<file path="src/rtl/ampch_pkg.sv">
package ampch_pkg;

    typedef enum logic [1:0] {
        PH_IDLE  = 2'd0,
        PH_ARMED = 2'd1,
        PH_DONE  = 2'd2
    } phase_t;

endpackage

</file>
<file path="src/rtl/ampch_stage.sv">
module ampch_stage #(
    parameter int AW = 10,
    parameter int DW = 8
) (
    input  logic          clk,
    input  logic          rst_n,
    input  logic          load_next,
    input  logic          col_strobe,
    input  logic [AW-1:0] next_level,
    input  logic [DW-1:0] next_delay,
    output logic [AW-1:0] work_level,
    output logic [DW-1:0] work_delay
);

    logic [AW-1:0] pend_level;
    logic [DW-1:0] pend_delay;

    // Pending pair: written by software-side loads at any time.
    always_ff @(posedge clk) begin
        if (!rst_n) begin
            pend_level <= '0;
            pend_delay <= '0;
        end else if (load_next) begin
            pend_level <= next_level;
            pend_delay <= next_delay;
        end
    end

    // Working pair: refreshed only at the column boundary.
    always_ff @(posedge clk) begin
        if (!rst_n) begin
            work_level <= '0;
            work_delay <= '0;
        end else if (col_strobe) begin
            work_level <= pend_level;
            work_delay <= pend_delay;
        end
    end

    // the pending pair moves only on a load
    a_r2_pending_hold: assert property (@(posedge clk) disable iff (!rst_n)
        !load_next |=> ($stable(pend_level) && $stable(pend_delay)));

    // the working pair is frozen inside a column
    a_r6_work_frozen: assert property (@(posedge clk) disable iff (!rst_n)
        !col_strobe |=> ($stable(work_level) && $stable(work_delay)));

endmodule

</file>
<file path="src/rtl/ampch_ticker.sv">
module ampch_ticker #(
    parameter int DW = 8
) (
    input  logic          clk,
    input  logic          rst_n,
    input  logic          clear,
    input  logic          advance,
    output logic [DW-1:0] count
);

    localparam logic [DW-1:0] CNT_TOP = {DW{1'b1}};

    always_ff @(posedge clk) begin
        if (!rst_n) begin
            count <= '0;
        end else if (clear) begin
            count <= '0;
        end else if (advance && (count != CNT_TOP)) begin
            count <= count + 1'b1;
        end
    end

    // a strobe leaves the counter at zero
    a_r3_clear_zero: assert property (@(posedge clk) disable iff (!rst_n)
        clear |=> (count == '0));

    // no tick, no movement
    a_r4_hold_no_tick: assert property (@(posedge clk) disable iff (!rst_n)
        (!clear && !advance) |=> $stable(count));

endmodule

</file>
<file path="src/rtl/ampch_phase.sv">
module ampch_phase
    import ampch_pkg::*;
#(
    parameter int DW = 8
) (
    input  logic          clk,
    input  logic          rst_n,
    input  logic          col_strobe,
    input  logic          fine_tick,
    input  logic [DW-1:0] count,
    input  logic [DW-1:0] work_delay,
    output phase_t        phase,
    output logic          counting,
    output logic          apply
);

    phase_t phase_nx;
    logic   hit;

    assign hit = (count == work_delay);

    always_comb begin
        phase_nx = phase;
        if (col_strobe) begin
            phase_nx = PH_ARMED;
        end else begin
            unique case (phase)
                PH_IDLE:  phase_nx = PH_IDLE;
                PH_ARMED: if (fine_tick && hit) phase_nx = PH_DONE;
                PH_DONE:  phase_nx = PH_DONE;
                default:  phase_nx = PH_IDLE;
            endcase
        end
    end

    always_ff @(posedge clk) begin
        if (!rst_n) phase <= PH_IDLE;
        else        phase <= phase_nx;
    end

    always_comb begin
        counting = 1'b0;
        apply    = 1'b0;
        unique case (phase)
            PH_IDLE:  ;
            PH_ARMED: begin
                counting = !col_strobe;
                apply    = !col_strobe && fine_tick && hit;
            end
            PH_DONE:  ;
            default:  ;
        endcase
    end

    // a second update needs a new strobe in between
    a_r6_one_apply: assert property (@(posedge clk) disable iff (!rst_n)
        apply |=> !apply);

    // every strobe arms the channel
    a_r3_strobe_arms: assert property (@(posedge clk) disable iff (!rst_n)
        col_strobe |=> (phase == PH_ARMED));

endmodule

</file>
<file path="src/rtl/ampch_level.sv">
module ampch_level #(
    parameter int AW = 10
) (
    input  logic          clk,
    input  logic          rst_n,
    input  logic          apply,
    input  logic [AW-1:0] work_level,
    output logic [AW-1:0] level_out
);

    always_ff @(posedge clk) begin
        if (!rst_n)     level_out <= '0;
        else if (apply) level_out <= work_level;
    end

    // without an update the applied amplitude is held
    a_r7_hold: assert property (@(posedge clk) disable iff (!rst_n)
        !apply |=> $stable(level_out));

endmodule

</file>
<file path="src/rtl/tick_placed_amp_channel.sv">
module tick_placed_amp_channel
    import ampch_pkg::*;
#(
    parameter int AW = 10,
    parameter int DW = 8
) (
    input  logic          clk,
    input  logic          rst_n,
    input  logic          col_strobe,
    input  logic          fine_tick,
    input  logic          load_next,
    input  logic [AW-1:0] next_level,
    input  logic [DW-1:0] next_delay,
    output logic [AW-1:0] level_out
);

    logic [AW-1:0] work_level;
    logic [DW-1:0] work_delay;
    logic [DW-1:0] count;
    phase_t        phase;
    logic          counting;
    logic          apply;

    ampch_stage #(.AW(AW), .DW(DW)) u_stage (
        .clk        (clk),
        .rst_n      (rst_n),
        .load_next  (load_next),
        .col_strobe (col_strobe),
        .next_level (next_level),
        .next_delay (next_delay),
        .work_level (work_level),
        .work_delay (work_delay)
    );

    ampch_ticker #(.DW(DW)) u_ticker (
        .clk     (clk),
        .rst_n   (rst_n),
        .clear   (col_strobe),
        .advance (counting && fine_tick),
        .count   (count)
    );

    ampch_phase #(.DW(DW)) u_phase (
        .clk        (clk),
        .rst_n      (rst_n),
        .col_strobe (col_strobe),
        .fine_tick  (fine_tick),
        .count      (count),
        .work_delay (work_delay),
        .phase      (phase),
        .counting   (counting),
        .apply      (apply)
    );

    ampch_level #(.AW(AW)) u_level (
        .clk        (clk),
        .rst_n      (rst_n),
        .apply      (apply),
        .work_level (work_level),
        .level_out  (level_out)
    );

    // nothing moves the output before the first column
    a_r9_idle_quiet: assert property (@(posedge clk) disable iff (!rst_n)
        (phase == PH_IDLE && !col_strobe) |=> $stable(level_out));

    // an update carries the working amplitude
    a_r5_apply_value: assert property (@(posedge clk) disable iff (!rst_n)
        apply |=> (level_out == $past(work_level)));

    // once done, the column is quiet until the next strobe
    a_r6_done_quiet: assert property (@(posedge clk) disable iff (!rst_n)
        (phase == PH_DONE && !col_strobe) |=> $stable(level_out));

endmodule

</file>
<file path="config.mk">
export PLATFORM = sky130hd
export DESIGN_NAME = tick_placed_amp_channel
export DESIGN_NICKNAME = d
export VERILOG_FILES = /design/src/rtl/ampch_pkg.sv /design/src/rtl/ampch_stage.sv /design/src/rtl/ampch_ticker.sv /design/src/rtl/ampch_phase.sv /design/src/rtl/ampch_level.sv /design/src/rtl/tick_placed_amp_channel.sv
export SDC_FILE = /design/constraint.sdc
export NUM_CORES = 1
export LEC_CHECK = 0
export CORE_ASPECT_RATIO = 0.9
export CORE_UTILIZATION = 30
export CTS_BUF_LIST = sky130_fd_sc_hd__clkbuf_4
export DETAILED_ROUTE_END_ITERATION = 8
export DONT_BUFFER_PORTS = 1
export HOLD_SLACK_MARGIN = 0.02
export PLACE_DENSITY = 0.47
export SYNTH_ARGS = -nofsm -noshare
export SYNTH_HDL_FRONTEND = slang
export SYNTH_SLANG_ARGS = --single-unit
</file>
<file path="constraint.sdc">
create_clock -name clk -period 1.4 [get_ports clk]
set_input_delay 0.21 -clock clk [delete_from_list [all_inputs] [get_ports clk]]
set_output_delay 0.21 -clock clk [all_outputs]
set_load 0.005 [all_outputs]
</file>
==> results of run 1 <==
[cell families (layout without fill, tap and decap cells)]
logic type | after synthesis | count (layout)
simple gates | 81 | 81
flops | 56 | 56
mux | 47 | 47
xor+xnor | 14 | 14
buf+inv | 14 | 65
compound gates | 11 | 11
fa+ha+maj | 2 | 2
[through the flow]
stage	setup TNS, ns	worst slack, ns	total power [mW]
2_1_floorplan	0	0.0343	1.88
3_3_place_gp	-0.117	-0.0206	1.89
3_5_place_dp	-0.393	-0.0486	1.89
4_1_cts	-0.586	-0.0661	2.77
5_1_grt	-1.53	-0.126	2.90
6_report	-0.137	-0.0288	2.73
[state kept, by name, indices dropped and copies added, names as in the netlist]
| signal | flops |
|---|---|
| u_level.level_out | 10 |
| u_stage.pend_level | 10 |
| u_stage.work_level | 10 |
| u_stage.pend_delay | 8 |
| u_stage.work_delay | 8 |
| u_ticker.count | 8 |
| u_phase.phase | 2 |
[metal layers]
layer | GRT usage | up-vias | share of wire
li1 | - | 860 | -
met2 | 0.201 | 27 | 0.45
met3 | 0.0439 | 4 | 0.055
met5 | 0 | - | 0
met1 | 0.168 | 800 | 0.48
met4 | 0.0455 | 0 | 0.0087
[cell usage in the layout (no fill, tap or decap), types with 2 or more instances in the layout]
| cell type | instances |
|---|---|
| mux2i_1 | 47 |
| dfxtp_1 | 42 |
| nor2b_1 | 36 |
| dlygate4sd3_1 | 36 |
| nand2_1 | 23 |
| buf_4 | 16 |
| dfxtp_2 | 11 |
| nor2_1 | 7 |
| xnor2_2 | 6 |
| xor2_1 | 5 |
| clkbuf_4 | 5 |
| nand4_1 | 3 |
| o211ai_1 | 3 |
| xnor2_1 | 3 |
| buf_12 | 3 |
| dfxtp_4 | 3 |
| and3_1 | 2 |
[worst max-delay path, delay by kind of cell, from the launching register on]
family	cells	cell delay, ns
simple gates	2	0.48
buf+inv	1	0.18
xor+xnor	1	0.17
mux	1	0.19
flops	1	0.36
[what timing repair did]
item / CTS / global route
setup buffers: 1 / 0
endpoints found under the setup margin: 14 / 19
resized for setup: 10 / 23
pin swaps: 4 / 10
hold endpoints to repair: 47 / 0
hold buffers: 38 / 0
[worst paths after layout]
| path | slack (ns) | end | cells after the start |
|---|---|---|---|
| max | -0.03 | u_level.level_out[3] | 5 |
| min reg2reg | 0.47 | u_level.level_out[9] | 2 |
| max reg2reg | -0.03 | u_level.level_out[3] | 5 |
| min | 0.15 | u_stage.work_delay[1] | 2 |
[area by class of cell]
cell class,instances,area (sq um)
fillers,752,4410
well taps,96,120
repair buffers,55,541
flip-flops and latches,56,1150
multi-input cells,155,1230
inverters,2,7.51
clock inverters,3,17.5
clock buffers,5,37.5
[power by group through the flow]
stage	Sequential (mW)	Combinational (mW)	Clock, mW
2_1_floorplan	1.70	0.179	0
3_3_place_gp	1.71	0.175	0
3_5_place_dp	1.71	0.176	0
4_1_cts	1.68	0.327	0.760
5_1_grt	1.68	0.377	0.841
6_report	1.68	0.345	0.713
==> results_dict.tcl, run 1 <==
set metrics [dict create \
    fin_hold_ws_ns 0.155 \
    area_growth_pct 33.7 \
    ir_drop_uv 435 \
    critical_path.endpoint_type "register" \
    ys_types 30 \
    synthArstFlopShare 0 \
    syn_nets 250 \
    yosysWarnings 0 \
    vias 1691 \
    synth_ff_type "dfxtp_1" \
    grt_use_total 0.130 \
    synth-simple-area-share 0.189 \
    setup.worst_path.start_class "register" \
    yosysTopAreaCellShare 0.484 \
    grt_pass1_vias 1703 \
    cp_cell_sequence "xnor2_2 -> nand4_1 -> nor3_2 -> buf_12 -> mux2i_1" \
    power.internal_mw 2.06 \
    routed_wl_um 4920 \
    post_dp_cell_area_sq_mm 0.00252 \
    ioPinCount 33 \
    cellLeakagePower_nw 1.16 \
    gp_congestion 0.738 \
    synth_top_family_by_area "multiplexers" \
    rsz0062_at_grt "yes" \
    worst_setup_hold_path_clk_slew_ns 0.17 \
    synthTopCellsByArea "dfxtp_1 48%, mux2i_1 20%, nor2b_1 9.7%" \
    synth_fa_ha_area_frac 0.0108 \
    final_cells 372 \
    power.net_switching_uw 677 \
    status "complete, but fails checks" \
    power_frac_clock 0.261 \
    avgRoutedWirePerCell_um 13.2 \
    dpl.cell_count 325 \
    min_path_type "in2reg" \
    antenna_found_initial 0 \
    final_nets 300 \
    fin_ws_ns -0.0288 \
    crit_type "reg2reg" \
    p_per_area_mw_per_mm2 882 \
    numCtsBuffers 5 \
    worstPathArrival_ns 1.75 \
    worstPathRequired_ns 1.72 \
    netlist_instances 225 \
    synth.ff_latch_count 56 \
    antenna_cells 0 \
    cts_buffer_depth 2 \
    synth_common_cells "56 x dfxtp_1, 47 x mux2i_1, 36 x nor2b_1, 23 x nand2_1, 9 x xnor2_1" \
    setup_violations 10 \
    die_area_sq_mm 0.00808 \
    die_w_um 94.7 \
    cp_max_fo 10 \
    finalClockSkew_ns 0.0142 \
    die_h_um 85.4 \
    port_buffers 0 \
    antenna_left 0 \
    finalHoldViolCount 0 \
    grt_overflow 0 \
    ys_seq_area_frac 0.484 \
    drive_above_1_share 0.203 \
    maxCapViolations 0 \
    final_max_slew_viol_count 0 \
    cp-startpoint "u_stage.work_delay[0]" \
    crit_path_top_delay_cell "dfxtp_2" \
    synth_top_area_cell "dfxtp_1" \
    synth_edf_count 0 \
    cts_sinks 56 \
    r2r-start "u_stage.work_delay[0]" \
    synthXorXnorAreaFrac 0.0529 \
    fmax_mhz 700 \
    syn_area_sq_mm 0.00232 \
    core_sq_mm 0.00751 \
    start_util 0.309 \
    grt_max_degree 58 \
    syn_area_per_cell_sq_um 10.3 \
    fp-row-count 30 \
    synthMuxAreaShare 0.203 \
    first_iter_violations 39 \
    final_area_sq_mm 0.00310 \
    comb_power_share 0.126 \
    firstDrtPassIters 4 \
    yosysMostFrequentCell "dfxtp_1" \
    drc 0 \
    clockRootBuffer "clkbuf_4" \
    hold_start "rst_n" \
    cts_max_level 2 \
    worstMarginPinSlew_ns 0.459 \
    period_minus_slack_ns 1.43 \
    grt_pass1_wl_um 8090 \
    swShare 0.248 \
    viasPerCell 4.55 \
    synth-compound-area-share 0.0340 \
    p_seq_frac 0.613 \
    period_share 1.02 \
    finish.utilization 0.413 \
    insertion_delay_ns 0.38 \
    violations "negative setup slack" \
    hpwl_um 2870 \
    cts_tree "done" \
    max_slew_margin 0.694 \
    slowest_delay_ns 0.36 \
]
Note: power is estimated with default switching activity, not from simulation.
==> run 2, diff against run 1 <==
--- a/config.mk
+++ b/config.mk
@@ -5,13 +5,12 @@
 export SDC_FILE = /design/constraint.sdc
 export NUM_CORES = 1
 export LEC_CHECK = 0
-export CORE_ASPECT_RATIO = 0.9
-export CORE_UTILIZATION = 30
+export CORE_UTILIZATION = 59
 export CTS_BUF_LIST = sky130_fd_sc_hd__clkbuf_4
 export DETAILED_ROUTE_END_ITERATION = 8
 export DONT_BUFFER_PORTS = 1
 export HOLD_SLACK_MARGIN = 0.02
-export PLACE_DENSITY = 0.47
+export PLACE_DENSITY = 0.8
 export SYNTH_ARGS = -nofsm -noshare
 export SYNTH_HDL_FRONTEND = slang
 export SYNTH_SLANG_ARGS = --single-unit
==> results_dict.tcl, run 2 (same netlist as run 1, synthesis figures left out) <==
set metrics [dict create \
    routed_wl_um 5220 \
    grt_pass1_vias 1749 \
    clockRootBuffer "clkbuf_4" \
    antenna_cells 0 \
    firstDrtPassIters 4 \
    port_buffers 0 \
    avgRoutedWirePerCell_um 16.3 \
    grt_pass1_wl_um 8140 \
    die_area_sq_mm 0.00418 \
    core_sq_mm 0.00372 \
    finalClockSkew_ns 0.00884 \
    final_area_sq_mm 0.00303 \
    ir_drop_uv 762 \
    worstMarginPinSlew_ns 0.427 \
    finish.utilization 0.816 \
    fin_ws_ns -0.107 \
    drc 0 \
    viasPerCell 5.41 \
    cts_buffer_depth 2 \
    cts_sinks 56 \
    min_path_cells 2 \
    cp.buffers_inverters 1 \
    maxCapViolations 0 \
    worstPathArrival_ns 1.83 \
    die_w_um 64.7 \
    final_nets 296 \
    grt_overflow 0 \
    gp_congestion 0.826 \
    start_util 0.624 \
    cellLeakagePower_nw 1.16 \
    rsz0062_at_grt "yes" \
    critical_path.endpoint_type "register" \
    r2r_end "u_level.level_out[4]" \
    holdPathEnd "u_stage.pend_delay[4]" \
    path_delay_family "simple AND/OR/NAND/NOR gates" \
    hpwl_um 2830 \
    cts_max_level 2 \
    worst_setup_hold_path_clk_slew_ns 0.15 \
    insertion_delay_ns 0.39 \
    first_iter_violations 104 \
    min_path_type "in2reg" \
    fmax_mhz 664 \
    post_dp_cell_area_sq_mm 0.00241 \
    crit_type "reg2reg" \
    period_share 1.08 \
    cts_tree "done" \
    setup_violations 15 \
    drive_above_1_share 0.199 \
    final_common_cell "mux2i_1" \
    r2r_slack_ns -0.11 \
    status "complete, but fails checks" \
    die_h_um 64.7 \
    hold_start "next_delay[4]" \
    layout_common_cells "47 x mux2i_1, 44 x dfxtp_1, 36 x nor2b_1" \
    cp_max_fo 5 \
    r2r-start "u_stage.work_delay[3]" \
    slowest_delay_ns 0.37 \
    rr_worst_depth 5 \
    crit_path_top_delay_cell "dfxtp_2" \
    pre_cts_ws_ns -0.114 \
    area_growth_pct 30.8 \
    antenna_left 0 \
    worstPathRequired_ns 1.73 \
    antenna_found_initial 0 \
    vias 1732 \
    violations "negative setup slack" \
    setup.worst_path.start_class "register" \
    grt_max_degree 59 \
    reg_top3 "u_level.level_out (10), u_stage.pend_level (10), u_stage.work_level (10)" \
    fp-row-count 22 \
    max_slew_margin 0.715 \
    numCtsBuffers 5 \
    period_minus_slack_ns 1.51 \
    grt_use_total 0.265 \
    fillCellCount 212 \
    cp_cell_sequence "xnor2_2 -> nand4_1 -> nor3_4 -> clkbuf_16 -> mux2i_1" \
    ioPinCount 33 \
    p_per_area_mw_per_mm2 913 \
    final_max_slew_viol_count 0 \
    finalHoldViolCount 0 \
]
## run 2: metrics by stage
| stage | TNS, ns | hold slack, ns | power (mW) | std cells |
|---|---|---|---|---|
| after detailed placement | -0.435 | 0.348 | 1.89 | 270 |
| after floorplan | 0 | 0.379 | 1.88 | 225 |
| after global placement | 0 | 0.331 | 1.88 | 270 |
| after CTS | -0.400 | 0.0212 | 2.74 | 317 |
| after global routing | -2.82 | 0.0210 | 2.88 | 320 |
| final | -1.18 | 0.0235 | 2.77 | 320 |
## run 2: worst max-delay path by stage
| stage | cells past startpoint | slack (ns) | from | to |
|---|---|---|---|---|
| floorplan | 5 | 0.03 | u_ticker.count[0] | u_ticker.count[1] |
| global placement | 5 | 0.001 | u_ticker.count[1] | u_ticker.count[1] |
| detailed placement | 5 | -0.11 | u_ticker.count[1] | u_ticker.count[1] |
| CTS | 5 | -0.07 | u_ticker.count[7] | u_level.level_out[5] |
| global route | 5 | -0.23 | u_ticker.count[2] | u_level.level_out[3] |
| finish | 5 | -0.11 | u_stage.work_delay[3] | u_level.level_out[4] |
## run 2: final cells by class
| type | count | area [sq um] | share of cell area |
|---|---|---|---|
| Sequential cell | 56 | 1140 | 0.376 |
| Inverter | 2 | 7.51 | 0.00248 |
| Clock inverter | 1 | 8.76 | 0.00289 |
| Tap cell | 48 | 60.1 | 0.0198 |
| Multi-Input combinational cell | 155 | 1240 | 0.409 |
| Clock buffer | 7 | 52.6 | 0.0173 |
| Timing Repair Buffer | 51 | 526 | 0.173 |
## run 2: routing by layer
metal  share of wire  vias up  global-route usage
met5               0        -                   0
met4           0.025        0               0.103
met3           0.032       14              0.0704
met2            0.54       32               0.484
met1            0.41      835               0.288
li1                -      851                   -
## run 2: power breakdown
part	total (mW)	internal [mW]	switching [mW]
clock network	0.731	0.242	0.490
logic	0.358	0.215	0.142
registers	1.68	1.65	0.0326
total	2.77	2.10	0.665
## run 2: timing repair
item | in CTS | in global routing
setup buffers | 6 | 2
cloned | 0 | 1
hold endpoints to repair | 47 | 0
hold buffers | 34 | 0
gates resized for setup | 15 | 18
pin swaps | 8 | 10
setup endpoints to repair | 19 | 20
